## src/rtl/hsc_pkg.sv

```systemverilog
package hsc_pkg;
    typedef enum logic [2:0] {
        ST_IDLE,
        ST_PASS,
        ST_LINE,
        ST_QUAL,
        ST_STRETCH,
        ST_DROP
    } hsc_state_e;
endpackage

```

## src/rtl/hsc_sync.sv

```systemverilog
module hsc_sync #(
    parameter int STAGES = 2
) (
    input  logic clk,
    input  logic rst,
    input  logic d,
    output logic q
);
    logic [STAGES-1:0] chain;

    generate
        if (STAGES == 1) begin : g_single
            always_ff @(posedge clk) begin
                if (rst) chain <= '0;
                else     chain <= d;
            end
        end else begin : g_multi
            always_ff @(posedge clk) begin
                if (rst) chain <= '0;
                else     chain <= {chain[STAGES-2:0], d};
            end
        end
    endgenerate

    assign q = chain[STAGES-1];
endmodule

```

## src/rtl/hsc_gap_meter.sv

```systemverilog
module hsc_gap_meter #(
    parameter int MIN_GAP = 22
) (
    input  logic clk,
    input  logic rst,
    input  logic level,
    output logic gap_ok
);
    localparam int GW = $clog2(MIN_GAP + 1);
    localparam logic [GW-1:0] C_MIN = GW'(MIN_GAP);

    logic [GW-1:0] low_cnt;

    // counts synchronized low cycles, saturating at the minimum gap
    always_ff @(posedge clk) begin
        if (rst || level)        low_cnt <= '0;
        else if (low_cnt != C_MIN) low_cnt <= low_cnt + 1'b1;
    end

    assign gap_ok = (low_cnt >= C_MIN);

    // a high input always restarts the gap
    assert_gap_clear_R7: assert property (@(posedge clk) disable iff (rst)
        level |=> !gap_ok);
endmodule

```

## src/rtl/hsc_line_window.sv

```systemverilog
module hsc_line_window #(
    parameter int LINE_LEN  = 864,
    parameter int WIN_EARLY = 202,
    parameter int WIN_LATE  = 189
) (
    input  logic clk,
    input  logic rst,
    input  logic phase_ref,
    input  logic long_now,
    output logic win_open
);
    localparam int PW = $clog2(LINE_LEN);
    localparam logic [PW-1:0] C_LAST  = PW'(LINE_LEN - 1);
    localparam logic [PW-1:0] C_START = PW'(LINE_LEN - WIN_EARLY);
    localparam logic [PW-1:0] C_LATE  = PW'(WIN_LATE);

    logic [PW-1:0] ph;
    logic          valid;
    logic          cut;
    logic [PW-1:0] pos;
    logic          raw_open;
    logic          win_start;

    assign pos       = phase_ref ? '0 : ph;
    assign raw_open  = (phase_ref || valid) && ((pos <= C_LATE) || (pos >= C_START));
    assign win_start = valid && !phase_ref && (pos == C_START);
    assign win_open  = raw_open && !cut && !long_now;

    always_ff @(posedge clk) begin
        if (rst) begin
            ph    <= '0;
            valid <= 1'b0;
        end else if (phase_ref) begin
            ph    <= PW'(1);
            valid <= 1'b1;
        end else if (valid) begin
            ph    <= (ph == C_LAST) ? '0 : ph + 1'b1;
        end
    end

    // early-close flag: set by a long sync, cleared at strobe or window start
    always_ff @(posedge clk) begin
        if (rst || phase_ref || win_start) cut <= 1'b0;
        else if (long_now)                 cut <= 1'b1;
    end

    // nothing is accepted before the first strobe
    assert_closed_before_ref_R1: assert property (@(posedge clk) disable iff (rst)
        (!valid && !phase_ref) |-> !win_open);
endmodule

```

## src/rtl/hsc_pulse_fsm.sv

```systemverilog
module hsc_pulse_fsm
    import hsc_pkg::*;
#(
    parameter int MIN_GAP     = 22,
    parameter int LONG_SYNC   = 65,
    parameter int STRETCH_LEN = 62
) (
    input  logic clk,
    input  logic rst,
    input  logic lvl,
    input  logic gap_ok,
    input  logic win_open,
    input  logic field_int,
    output logic long_now,
    output logic out_q
);
    localparam int AGE_MAX = ((LONG_SYNC > STRETCH_LEN) ? LONG_SYNC : STRETCH_LEN) + 1;
    localparam int AW = $clog2(AGE_MAX + 1);
    localparam logic [AW-1:0] C_MAX   = AW'(AGE_MAX);
    localparam logic [AW-1:0] C_QUAL  = AW'(MIN_GAP);
    localparam logic [AW-1:0] C_LONG  = AW'(LONG_SYNC);
    localparam logic [AW-1:0] C_STR   = AW'(STRETCH_LEN);
    localparam logic [AW-1:0] C_STR_L = AW'(STRETCH_LEN - 1);

    hsc_state_e    state, state_d;
    logic [AW-1:0] age, age_d, age_inc;
    logic          out_d;

    assign age_inc  = (age == C_MAX) ? age : age + 1'b1;
    assign long_now = (state == ST_LINE) && lvl && (age >= C_LONG);

    // next state and pulse age
    always_comb begin
        state_d = state;
        age_d   = age_inc;
        unique case (state)
            ST_IDLE: begin
                age_d = lvl ? AW'(1) : '0;
                if (lvl) begin
                    if (!gap_ok)        state_d = ST_PASS;
                    else if (!win_open) state_d = ST_DROP;
                    else if (field_int) state_d = ST_QUAL;
                    else                state_d = ST_LINE;
                end
            end
            ST_PASS, ST_LINE, ST_DROP: begin
                if (!lvl) state_d = ST_IDLE;
            end
            ST_QUAL: begin
                if (!lvl)                state_d = ST_IDLE;
                else if (age >= C_QUAL)  state_d = ST_STRETCH;
            end
            ST_STRETCH: begin
                if (age >= C_STR_L) state_d = lvl ? ST_DROP : ST_IDLE;
            end
            default: state_d = ST_IDLE;
        endcase
    end

    // output decode
    always_comb begin
        unique case (state)
            ST_IDLE:    out_d = lvl && (!gap_ok || (win_open && !field_int));
            ST_PASS:    out_d = lvl;
            ST_LINE:    out_d = lvl && win_open;
            ST_QUAL:    out_d = lvl && (age >= C_QUAL);
            ST_STRETCH: out_d = (age < C_STR);
            ST_DROP:    out_d = 1'b0;
            default:    out_d = 1'b0;
        endcase
    end

    // state register
    always_ff @(posedge clk) begin
        if (rst) begin
            state <= ST_IDLE;
            age   <= '0;
        end else begin
            state <= state_d;
            age   <= age_d;
        end
    end

    // output register
    always_ff @(posedge clk) begin
        if (rst) out_q <= 1'b0;
        else     out_q <= out_d;
    end

    // a rejected pulse stays silent
    assert_drop_silent_R2: assert property (@(posedge clk) disable iff (rst)
        (state == ST_DROP && $past(state) == ST_DROP) |-> !out_q);

    // nothing leaves while a vertical pulse is unproven
    assert_qual_silent_R5: assert property (@(posedge clk) disable iff (rst)
        (state == ST_QUAL) |-> !out_q);

    // a long sync is cut after its limit
    assert_line_cap_R4: assert property (@(posedge clk) disable iff (rst)
        (state == ST_LINE && age > C_LONG) |-> !out_q);

    // the widened pulse is held high throughout
    assert_stretch_high_R6: assert property (@(posedge clk) disable iff (rst)
        (state == ST_STRETCH) |-> out_q);
endmodule

```

## src/rtl/hsync_conditioner.sv

```systemverilog
module hsync_conditioner #(
    parameter int LINE_LEN    = 864,
    parameter int WIN_EARLY   = 202,
    parameter int WIN_LATE    = 189,
    parameter int MIN_GAP     = 22,
    parameter int LONG_SYNC   = 65,
    parameter int STRETCH_LEN = 62,
    parameter int SYNC_STAGES = 2
) (
    input  logic clk,
    input  logic rst,
    input  logic csync_in,
    input  logic phase_ref,
    input  logic field_int,
    output logic hsync_out
);
    logic lvl;
    logic gap_ok;
    logic win_open;
    logic long_now;

    hsc_sync #(.STAGES(SYNC_STAGES)) u_sync (
        .clk (clk),
        .rst (rst),
        .d   (csync_in),
        .q   (lvl)
    );

    hsc_gap_meter #(.MIN_GAP(MIN_GAP)) u_gap (
        .clk    (clk),
        .rst    (rst),
        .level  (lvl),
        .gap_ok (gap_ok)
    );

    hsc_line_window #(
        .LINE_LEN  (LINE_LEN),
        .WIN_EARLY (WIN_EARLY),
        .WIN_LATE  (WIN_LATE)
    ) u_win (
        .clk       (clk),
        .rst       (rst),
        .phase_ref (phase_ref),
        .long_now  (long_now),
        .win_open  (win_open)
    );

    hsc_pulse_fsm #(
        .MIN_GAP     (MIN_GAP),
        .LONG_SYNC   (LONG_SYNC),
        .STRETCH_LEN (STRETCH_LEN)
    ) u_fsm (
        .clk       (clk),
        .rst       (rst),
        .lvl       (lvl),
        .gap_ok    (gap_ok),
        .win_open  (win_open),
        .field_int (field_int),
        .long_now  (long_now),
        .out_q     (hsync_out)
    );

    // reset forces the output low on the next edge
    assert_reset_low_R1: assert property (@(posedge clk)
        rst |=> !hsync_out);
endmodule

```

## config.mk

```make
export PLATFORM = sky130hd
export DESIGN_NAME = hsync_conditioner
export DESIGN_NICKNAME = d
export VERILOG_FILES = /design/src/rtl/hsc_pkg.sv /design/src/rtl/hsc_sync.sv /design/src/rtl/hsc_gap_meter.sv /design/src/rtl/hsc_line_window.sv /design/src/rtl/hsc_pulse_fsm.sv /design/src/rtl/hsync_conditioner.sv
export SDC_FILE = /design/constraint.sdc
export NUM_CORES = 1
export LEC_CHECK = 0
export ABC_AREA = 1
export CAP_MARGIN = 20
export CORE_MARGIN = 10
export CORE_UTILIZATION = 55
export CTS_CLUSTER_DIAMETER = 50
export DETAILED_ROUTE_END_ITERATION = 8
export GPL_TIMING_DRIVEN = 1
export PLACE_DENSITY = 0.76
export REMOVE_ABC_BUFFERS = 1
export SETUP_SLACK_MARGIN = 0.5
export SLEW_MARGIN = 30
export SYNTH_ARGS = -nofsm -noshare
export SYNTH_HDL_FRONTEND = slang
export SYNTH_SLANG_ARGS = --single-unit
```

## constraint.sdc

```tcl
create_clock -name clk -period 4.7 [get_ports clk]
set_clock_uncertainty 0.2 [all_clocks]
set_input_delay 0.47 -clock clk [delete_from_list [all_inputs] [get_ports clk]]
set_output_delay 0.47 -clock clk [all_outputs]
set_load 0.02 [all_outputs]
```

==> results.toml <==
[drt]
routed_wirelength_mm = 3.28
ant_nets = 0
wl_per_cell_um = 10.7
drt_first_pass_iters = 4
detail_route.iter0.violations = 114
vias = 1557
route.detailed.drc = 0
viasPerCell = 5.07

[synth]
synth_top_cell_by_area = "dfxtp_1"
syn-cell-area_mm2 = 0.00176
yosys-top-cells-area = "dfxtp_1 34%, nand2_1 9.6%, inv_1 6.6%"
synth_warnings = 0
synth_cells = 251
avgSynthCellArea_um2 = 7.02
ys_seq_area_share_pct = 34.1
ys_ff_latch = 30
netlist.area_leader.share_pct = 34.1
synth_cell_types = 33

[sta]
worst_pin_slew_ps = 496
setup_tns_ps = 0
period_share_pct = 41.9
setup_viol = 0
holdWs_ps = 207
fin_crit_ps = 1970
fmax_mhz = 508
slew_headroom_pct = 66.8
rsz0062_at_grt = "no"
final-max-slew-violation-count = 0
finalHoldViolCount = 0

[clock_network]
ctsHoldBuffers = 0
clk_latency_ps = 330
clock_path_buffers = 2
post_cts_buffers = 0
cts_buffers = 5
cts.clk_slew.worst_paths_ps = 90
cts_resized = 0
clockRootBuffer = "clkbuf_4"
h-tree-depth = 2
cts_num_sinks = 30
cts_tree = "yes"

[placed_design]
place.gp.congestion = 0.830
portBuffers = 5
hpwl_mm = 2.56

[grt]
antenna_found_initial = 0
grt_usage_pct = 12.1
gr-total-overflow = 0
grt_first_pass_wirelength_mm = 6.11
grt_start_max_net_pins = 14
grt_pass1_vias = 1473

[worst_setup_path]
cp-end-kind = "flip-flop"
cp_data_arrival_time_ps = 2030
worstPathRequired_ps = 4760
worstSetupPathType = "in -> reg"
r2r_setup_slack_ps = 2790
setup.worst_path.start_class = "input pin"
cp_max_fo = 7

[pwr]
power.leakage_nw = 0.754
p_per_area_mw_per_mm2 = 253
peakVddDrop_mv = 0.154

[floorplan]
die_width_um = 76.6
core_area_mm2 = 0.00305
die_y_um = 76.6
dieArea_mm2 = 0.00587
num_rows = 20
ios = 6
start_util_pct = 57.7

[final_layout]
num_antenna_cells = 0
drive_above_1_share_pct = 14.4
area_growth_syn_to_layout_pct = 8.74
fillers = 291
layout_commonest_cell = "nand2_1"
final_cell_mix = "45 x nand2_1, 31 x inv_1, 30 x dfxtp_1, 27 x nor2_1, 15 x a21oi_1"
nets = 273

[outcome]
outcome = "finished, final reports clean"

[worst_hold_path]
hold_class = "reg -> reg"

[job]
maxCapViolations = 0
[path summary, 6_finish.rpt]
kind                           to  depth (start not counted)       startpoint
setup / recovery      u_fsm.out_q                         12        phase_ref
hold / removal    u_sync.chain[1]                          2  u_sync.chain[0]
setup reg to reg      u_fsm.out_q                         11     u_fsm.age[1]
hold reg to reg   u_sync.chain[1]                          2  u_sync.chain[0]
[report_power, final]
group	switching [mW]	internal, mW	total, mW
Clock	0.0892	0.0724	0.162
Combinational	0.0345	0.0202	0.0548
Sequential	0.00733	0.262	0.269
Total	0.131	0.354	0.485
[state kept, by name, indices dropped and copies added (netlist names)]
signal,cells
u_fsm.age,7
u_fsm.out_q,1
u_fsm.state,3
u_gap.low_cnt,5
u_sync.chain,2
u_win.cut,1
u_win.ph,10
u_win.valid,1
[cell families after synthesis]
family                   count (synthesis)  share of synthesized area, %
AND/OR/NAND/NOR                        130                          37.2
buffers and inverters                   43                          9.59
AO/OA/AOI/OAI                           37                          12.4
flip-flops                              30                          34.1
adder cells (fa/ha/maj)                  6                          4.26
XOR/XNOR                                 5                          2.49
[layout make-up]
type / instances / area (um^2) / area share (%)
clock inverters: 1 / 5.00 / 0.261
repair buffers: 5 / 50.0 / 2.61
inverters: 42 / 158 / 8.23
clock buffers: 7 / 55.1 / 2.87
multi-input cells: 178 / 992 / 51.8
well taps: 44 / 55.1 / 2.87
flip-flops and latches: 30 / 601 / 31.4
[synth_stat cells, drive strengths merged]
cell type	instances
nand2	50
inv	41
nor2	34
dfxtp	30
a21oi	18
nand3	18
nor3	13
o21ai	11
ha	6
nand4	6
nor3b	5
xor2	4
a211oi	2
a21boi	2
nor4	2
a221oi	1
a31oi	1
a41oi	1
and3	1
buf	1
clkinv	1
nand3b	1
o21a	1
xnor2	1
[per-layer routing]
layer | global-route usage [%] | vias to the layer above | wire [um]
li1 | - | 845 | -
met1 | 15.4 | 667 | 1730
met2 | 18.8 | 39 | 1340
met3 | 4.01 | 6 | 170
met4 | 3.90 | 0 | 49
met5 | 0 | - | 0
[through the flow]
| stage | utilization (%) | worst slack, ps | cell area, um^2 | total power, mW | cells |
|---|---|---|---|---|---|
| final | 62.7 | 2730 | 1920 | 0.485 | 307 |
| after global routing | 62.7 | 2520 | 1920 | 0.512 | 307 |
| after detailed placement | 60.8 | 2400 | 1860 | 0.330 | 299 |
| after CTS | 62.7 | 2750 | 1920 | 0.491 | 307 |
| after floorplan | - | 3020 | 1750 | 0.314 | 250 |
| after global placement | 60.8 | 2390 | 1860 | 0.329 | 299 |
[critical path: stages]
cell             delay, ps
clkdlybuf4s50_1        530
inv_2                  160
nand2_2                 70
inv_2                   60
nand2_2                 40
nor2_2                 110
nand3_2                 70
nand3_2                100
nand2_2                 70
o21ai_1                130
nand2_1                 80
a21oi_2                130
Power figures use the tool's default switching activity.
